<file path="src/rtl/sirq_pkg.sv">
package sirq_pkg;
  localparam int DATA_W  = 8;
  localparam int ADDR_W  = 3;
  localparam int N_LATCH = 3;

  // status / mask bit positions
  localparam int POS_RXINH  = 7;
  localparam int POS_NEXTID = 4;
  localparam int POS_EXCNAK = 3;
  localparam int POS_RECON  = 2;
  localparam int POS_TXRDY  = 0;

  localparam logic [ADDR_W-1:0] ADDR_MASK = ADDR_W'(0);
  localparam logic [ADDR_W-1:0] ADDR_CMD  = ADDR_W'(1);

  localparam logic [DATA_W-1:0] CMD_CLR_FLAGS = 8'h1E;
  localparam logic [DATA_W-1:0] CMD_POR_CLR   = 8'h0E;

  // latched flag index -> status position and clearing command
  localparam int LATCH_POS [N_LATCH] = '{POS_RECON, POS_EXCNAK, POS_NEXTID};
  localparam logic [DATA_W-1:0] LATCH_CLR [N_LATCH] =
    '{CMD_CLR_FLAGS, CMD_POR_CLR, CMD_CLR_FLAGS};

  localparam logic [DATA_W-1:0] MASK_VALID =
    DATA_W'((1 << POS_RXINH) | (1 << POS_NEXTID) | (1 << POS_EXCNAK) |
            (1 << POS_RECON) | (1 << POS_TXRDY));
endpackage

</file>
<file path="src/rtl/sirq_mask_reg.sv">
module sirq_mask_reg
  import sirq_pkg::*;
(
  input  logic              clk,
  input  logic              rst_n,
  input  logic              load,
  input  logic [DATA_W-1:0] din,
  output logic [DATA_W-1:0] mask
);
  always_ff @(posedge clk) begin
    if (!rst_n)    mask <= '0;
    else if (load) mask <= din & MASK_VALID;
  end
endmodule

</file>
<file path="src/rtl/sirq_cmd_decode.sv">
module sirq_cmd_decode
  import sirq_pkg::*;
(
  input  logic              wr_en,
  input  logic [ADDR_W-1:0] wr_addr,
  input  logic [DATA_W-1:0] wr_data,
  output logic              mask_load,
  output logic [N_LATCH-1:0] clr
);
  logic cmd_wr;
  assign mask_load = wr_en && (wr_addr == ADDR_MASK);
  assign cmd_wr    = wr_en && (wr_addr == ADDR_CMD);

  for (genvar i = 0; i < N_LATCH; i++) begin : g_clr
    assign clr[i] = cmd_wr && (wr_data == LATCH_CLR[i]);
  end
endmodule

</file>
<file path="src/rtl/sirq_flag_bank.sv">
module sirq_flag_bank
  import sirq_pkg::*;
(
  input  logic               clk,
  input  logic               rst_n,
  input  logic [N_LATCH-1:0] set,
  input  logic [N_LATCH-1:0] clr,
  output logic [N_LATCH-1:0] flag
);
  for (genvar i = 0; i < N_LATCH; i++) begin : g_flag
    always_ff @(posedge clk) begin
      if (!rst_n)      flag[i] <= 1'b0;
      else if (set[i]) flag[i] <= 1'b1;   // set dominates clear
      else if (clr[i]) flag[i] <= 1'b0;
    end
  end
endmodule

</file>
<file path="src/rtl/sirq_combine.sv">
module sirq_combine
  import sirq_pkg::*;
(
  input  logic              clk,
  input  logic              rst_n,
  input  logic [DATA_W-1:0] status,
  input  logic [DATA_W-1:0] mask,
  output logic              irq
);
  always_ff @(posedge clk) begin
    if (!rst_n) irq <= 1'b0;
    else        irq <= |(status & mask);
  end
endmodule

</file>
<file path="src/rtl/sirq_ctrl.sv">
module sirq_ctrl
  import sirq_pkg::*;
(
  input  logic        clk,
  input  logic        rst_n,
  input  logic        wr_en,
  input  logic [2:0]  wr_addr,
  input  logic [7:0]  wr_data,
  input  logic        rx_inhibit_i,
  input  logic        tx_ready_i,
  input  logic        recon_pulse_i,
  input  logic        excnak_pulse_i,
  input  logic        nextid_pulse_i,
  output logic [7:0]  status_o,
  output logic        irq_o
);
  logic               mask_load;
  logic [N_LATCH-1:0] clr, set, flag;
  logic [DATA_W-1:0]  mask_q;
  logic [DATA_W-1:0]  status;

  sirq_cmd_decode u_dec (
    .wr_en(wr_en), .wr_addr(wr_addr), .wr_data(wr_data),
    .mask_load(mask_load), .clr(clr)
  );

  sirq_mask_reg u_mask (
    .clk(clk), .rst_n(rst_n), .load(mask_load), .din(wr_data), .mask(mask_q)
  );

  assign set = {nextid_pulse_i, excnak_pulse_i, recon_pulse_i};

  sirq_flag_bank u_flags (
    .clk(clk), .rst_n(rst_n), .set(set), .clr(clr), .flag(flag)
  );

  always_comb begin
    status = '0;
    status[POS_RXINH] = rx_inhibit_i;
    status[POS_TXRDY] = tx_ready_i;
    for (int i = 0; i < N_LATCH; i++) status[LATCH_POS[i]] = flag[i];
  end

  sirq_combine u_irq (
    .clk(clk), .rst_n(rst_n), .status(status), .mask(mask_q), .irq(irq_o)
  );

  assign status_o = status;
endmodule

</file>
<file path="config.mk">
export PLATFORM = sky130hd
export DESIGN_NAME = sirq_ctrl
export DESIGN_NICKNAME = d
export VERILOG_FILES = /design/src/rtl/sirq_pkg.sv /design/src/rtl/sirq_mask_reg.sv /design/src/rtl/sirq_cmd_decode.sv /design/src/rtl/sirq_flag_bank.sv /design/src/rtl/sirq_combine.sv /design/src/rtl/sirq_ctrl.sv
export SDC_FILE = /design/constraint.sdc
export NUM_CORES = 1
export LEC_CHECK = 0
export BUFFER_PORTS_ARGS = -buffer_cell sky130_fd_sc_hd__buf_2
export CAP_MARGIN = 10
export CORE_MARGIN = 4
export CORE_UTILIZATION = 25
export CTS_CLUSTER_DIAMETER = 30
export DETAILED_ROUTE_END_ITERATION = 7
export PLACE_DENSITY_LB_ADDON = 0.08
export SYNTH_ARGS = -nofsm -noshare
export SYNTH_HDL_FRONTEND = slang
export SYNTH_SLANG_ARGS = --single-unit
</file>
<file path="constraint.sdc">
create_clock -name clk -period 1.65 [get_ports clk]
set_clock_uncertainty 0.2 [all_clocks]
set_input_delay 0.33 -clock clk [delete_from_list [all_inputs] [get_ports clk]]
set_output_delay 0.33 -clock clk [all_outputs]
set_load 0.005 [all_outputs]
</file>
# [After elaboration in Yosys (flattened, before gate mapping)]
# Cells that the tools add are included.
[word_totals] word_cells=23 output_inout_bits=9 in_bits=19 ff_bits=9
[op_classes] bitwise=1 reduce_logical=9 mux=5 eq_ne=3
[ops] cell="bitwise AND 8 bit" n=1
[ops] cell="equality test 8 x 4 -> 1 bit (second input constant)" n=1
[ops] cell="equality test 8 x 5 -> 1 bit (second input constant)" n=1
[ops] cell="OR reduction 8 bit" n=1
[ops] cell="nonzero test 2 bit" n=3
[ops] cell="two-way mux 1 bit" n=5
[ops] cell="logical AND 1 bit" n=4
[ops] cell="equality test 3 x 1 -> 1 bit (second input constant)" n=1
[ops] cell="zero test 3 bit" n=1

# [Logic depth before layout (Yosys ltp)]
[depth] ltp_word=5 mapped_depth=4 mapped_depth_nobuf=4

# [Hierarchy]
# Synthesis repeated with hierarchy kept, for this count alone.
[unflattened] cells_unflattened=51 area_unflattened_um2=509.2
[modules_own_cells] module="sirq_mask_reg" seq_area_each_um2=100.1 area_per_inst_um2=219.0 cells_each=20 instances=1
[modules_own_cells] module="sirq_flag_bank" seq_area_each_um2=60.1 area_per_inst_um2=123.9 cells_each=9 instances=1
[modules_own_cells] module="sirq_cmd_decode" seq_area_each_um2=0.0 area_per_inst_um2=62.6 cells_each=9 instances=1
[modules_own_cells] module="sirq_combine" seq_area_each_um2=20.0 area_per_inst_um2=62.6 cells_each=7 instances=1
[modules_own_cells] module="sirq_ctrl" seq_area_each_um2=0.0 area_per_inst_um2=41.3 cells_each=6 instances=1

# [Worst setup path after synthesis]
# No wires, ideal clock.
[synth_timing] path_kind="input -> register" start="input wr_data[0]" end="register u_flags.flag[0]" cell_stages=4 setup_time_ns=0.114 t_arrival_ns=1.315 path_buffers=0 slack_ns=0.021 required_ns=1.336 path_cell_list="or4b_4 > nor4_4 > and2_4 > o21ai_2"
[synth_between] elab_chain_cells=3
[synth_rtl] element="from (decl)" line="sirq_ctrl.sv:8" text="input logic [7:0] wr_data,"
[synth_rtl] element="equality test 8 x 5 -> 1 bit" line="sirq_cmd_decode.sv:15" text="assign clr[i] = cmd_wr && (wr_data == LATCH_CLR[i]);"
[synth_rtl] element="logical AND 1 bit" line="sirq_cmd_decode.sv:15"
[synth_rtl] element="nonzero test 2 bit (no source line)"
[synth_rtl] element="to (signal, indexed assignment)" line="sirq_flag_bank.sv:12" text="if (!rst_n) flag[i] <= 1'b0;"
[synth_rtl] element="to (signal, indexed assignment)" line="sirq_flag_bank.sv:13" text="else if (set[i]) flag[i] <= 1'b1;"
[synth_rtl] element="to (signal, indexed assignment)" line="sirq_flag_bank.sv:14" text="else if (clr[i]) flag[i] <= 1'b0;"
[synth_rtl] element="to (decl)" line="sirq_flag_bank.sv:8" text="output logic [N_LATCH-1:0] flag"
# No other way between the ends.
# A chain may end at the register's enable or synchronous reset.

# [Final worst setup path]
[layout_timing] start="input wr_data[0]" end="register u_flags.flag[2]"
# Same word-level chain as after synthesis.

==> results.py <==
metrics = {
    "cells_and_area": {
        "antenna_cells": 0,
        "drive_gt1_share_pct": 51.4,
        "synthToLayoutAreaGrowth_pct": 36.6,
        "nets": 92,
    },
    "detailed_routing": {
        "wl_per_cell_um": 10.2,
        "drt_iter0_markers": 4,
        "vias": 391,
        "drt-total-wl_um": 994,
        "firstDrtPassIters": 4,
        "via_per_inst": 4.03,
        "ant_nets": 0,
        "drc": 0,
    },
    "floorplan": {
        "die_w_um": 50.6,
        "fp-row-count": 15,
        "initial_core_util_pct": 26.3,
        "core_region_area_mm2": 0.00173,
        "io-pin-count": 28,
        "die_h_um": 50.6,
        "die-area_mm2": 0.00256,
    },
    "cts": {
        "clk_latency_ns": 0.26,
        "hold_buffers": 0,
        "root_buffer": "clkbuf_4",
        "htreeDepth": 1,
        "postCtsResizedCells": 0,
        "cts_tree": "yes",
        "clkTransAtPathRegs_ns": 0.06,
        "cts_setup_buffers": 0,
        "clock_path_buffers": 2,
        "clock-sinks": 9,
        "cts_buffers": 3,
    },
    "grt": {
        "grt_pass1_vias": 397,
        "antenna_found_initial": 0,
        "grt_pass1_wl_um": 1720,
        "grt-ovfl-total": 0,
        "track_usage_pct": 9.32,
        "grt_max_degree": 12,
    },
    "power": {
        "power_leakage_nw": 0.274,
        "ir_drop_uv": 375,
        "p_per_area_mw_per_mm2": 759,
    },
    "worst_setup_path": {
        "critPathTopFamily": "simple AND/OR/NAND/NOR gates",
        "worst-path-buf-inv": 1,
        "setup.worst_path.end": "u_flags.flag[2]$_SDFFE_PN0P_",
        "crit_fanout": 2,
        "critPathLaunchType": "primary input",
        "crit_cells": 5,
        "regToRegSetupSlack_ns": 0.48,
        "cp_cell_sequence": "buf_2, or4b_4, nor4_4, and2_4, o21ai_2",
        "regToRegStartpoint": "u_flags.flag[2]$_SDFFE_PN0P_",
        "cp_slowest_cell": "or4b_4",
        "worst_r2r_path_depth": 2,
        "startpoint": "wr_data[0]",
        "end_kind": "flip-flop",
        "critPathKind": "in2reg",
        "r2r_end": "u_irq.irq$_SDFF_PN0_",
        "crit_arrival_ns": 1.48,
        "critPathMaxStageDelay_ns": 0.54,
        "cp.required_ns": 1.60,
    },
    "logic_synthesis": {
        "ys_seq_area_share_pct": 39.7,
        "postSynthCellCount": 45,
        "yosysTopAreaCell": "dfxtp_1",
        "synth.top_cells.by_area": "dfxtp_1 (40%), mux2i_1 (11%), buf_4 (8.3%)",
        "synth_common_cells": "dfxtp_1 (9), buf_4 (5), mux2i_1 (5), nand2_1 (5), nor2b_1 (5)",
        "ys_ff_latch": 9,
        "netlist_area_um2": 454,
        "yosysMostFrequentCell": "dfxtp_1",
        "ys_async_sr_fraction_pct": 0,
        "yosysWarnings": 0,
        "yosysUniqueCellTypes": 20,
        "ys.flop_type": "dfxtp_1",
        "synth_top_area_share_pct": 39.7,
        "syn_area_per_cell_um2": 10.1,
        "synth_edf_count": 0,
    },
    "placed_design": {
        "gp_congestion": 0.688,
        "dpl_worst_slack_ns": -0.151,
        "place.port_buffers": 24,
    },
    "worst_hold_path": {
        "min_path_type": "in2reg",
    },
    "timing": {
        "fin_crit_sh_pct": 92.3,
        "period_needed_ns": 1.52,
        "fmax_mhz": 657,
        "setup_viol": 0,
        "fin_ws_ns": 0.127,
        "hold_violations": 0,
        "whs_ns": 0.0710,
        "drv_slew": 0,
        "rsz0062_at_grt": "no",
    },
    "flow_run": {
        "maxCapViolCount": 0,
    },
    "status": {
        "status": "complete, no violations",
    },
}
[worst min-delay path: stages]
cell and delay [ns]:
buf_2 0.08, nand2_1 0.05, o21ai_2 0.04
[per-layer routing]
metal | vias to the layer above | global-route usage (%) | wire length (um)
met2 | 18 | 13.0 | 438
met1 | 173 | 11.5 | 454
met3 | 0 | 6.23 | 101
li1 | 200 | - | -
met5 | - | 0 | 0
met4 | 0 | 2.69 | 0
[cell type report]
type / count / area (um2)
tap: 25 / 31.3
multi-input combinational: 32 / 240
fill: 208 / 1110
clock buffer: 4 / 26.3
sequential: 9 / 180
timing repair buffer: 27 / 143
[where the power goes]
group          switching [mW]  internal [mW]
combinational          0.0313         0.0400
clock                  0.0738         0.0930
sequential            0.00565          0.227
total                   0.111          0.360
[how the worst min path moves through the flow]
stage                                 start                           end  slack [ns]  depth (start not counted)
5_1_grt                       recon_pulse_i  u_flags.flag[0]$_SDFFE_PN0P_        0.08                          3
3_5_place_dp   u_flags.flag[2]$_SDFFE_PN0P_  u_flags.flag[2]$_SDFFE_PN0P_        0.28                          2
2_1_floorplan                 recon_pulse_i  u_flags.flag[0]$_SDFFE_PN0P_        0.24                          2
3_3_place_gp   u_flags.flag[0]$_SDFFE_PN0P_  u_flags.flag[0]$_SDFFE_PN0P_        0.27                          2
4_1_cts                       recon_pulse_i  u_flags.flag[0]$_SDFFE_PN0P_        0.06                          3
6_report                      recon_pulse_i  u_flags.flag[0]$_SDFFE_PN0P_        0.07                          3
[sequential cells by signal (all words and copies together), names as in the netlist]
name          cells
u_flags.flag      3
u_irq.irq         1
u_mask.mask       5
[through the flow]
stage / power [mW] / utilization [%] / instance area [um2] / setup TNS (ns) / std cells
after floorplan: 0.275 / - / 462 / 0 / 47
after global placement: 0.310 / 34.4 / 594 / -0.297 / 93
after detailed placement: 0.310 / 34.4 / 594 / -0.320 / 93
after CTS: 0.485 / 35.9 / 621 / 0 / 97
after global routing: 0.511 / 35.9 / 621 / 0 / 97
final: 0.471 / 35.9 / 621 / 0 / 97
[cells by family (layout without fill, tap and decap cells)]
family	after synthesis	after routing	synth area share, %
multiplexers	5	5	11.0
buffers and inverters	6	31	9.09
AO/OA/AOI/OAI	7	7	11.6
AND/OR/NAND/NOR	17	17	27.8
flip-flops	9	9	39.7
other	1	3	0.826
[placed cells by master, fill, tap and decap left out, types with 2 or more instances in the layout]
| cell | Yosys | final |
|---|---|---|
| mux2i_1 | 5 | 5 |
| buf_2 | 0 | 24 |
| conb_1 | 1 | 3 |
| o21ai_2 | 2 | 2 |
| clkbuf_4 | 0 | 3 |
| nand2_1 | 5 | 5 |
| dfxtp_1 | 9 | 9 |
| nor2b_1 | 5 | 5 |
| buf_4 | 5 | 3 |
Note: power is estimated with default switching activity, not from simulation.
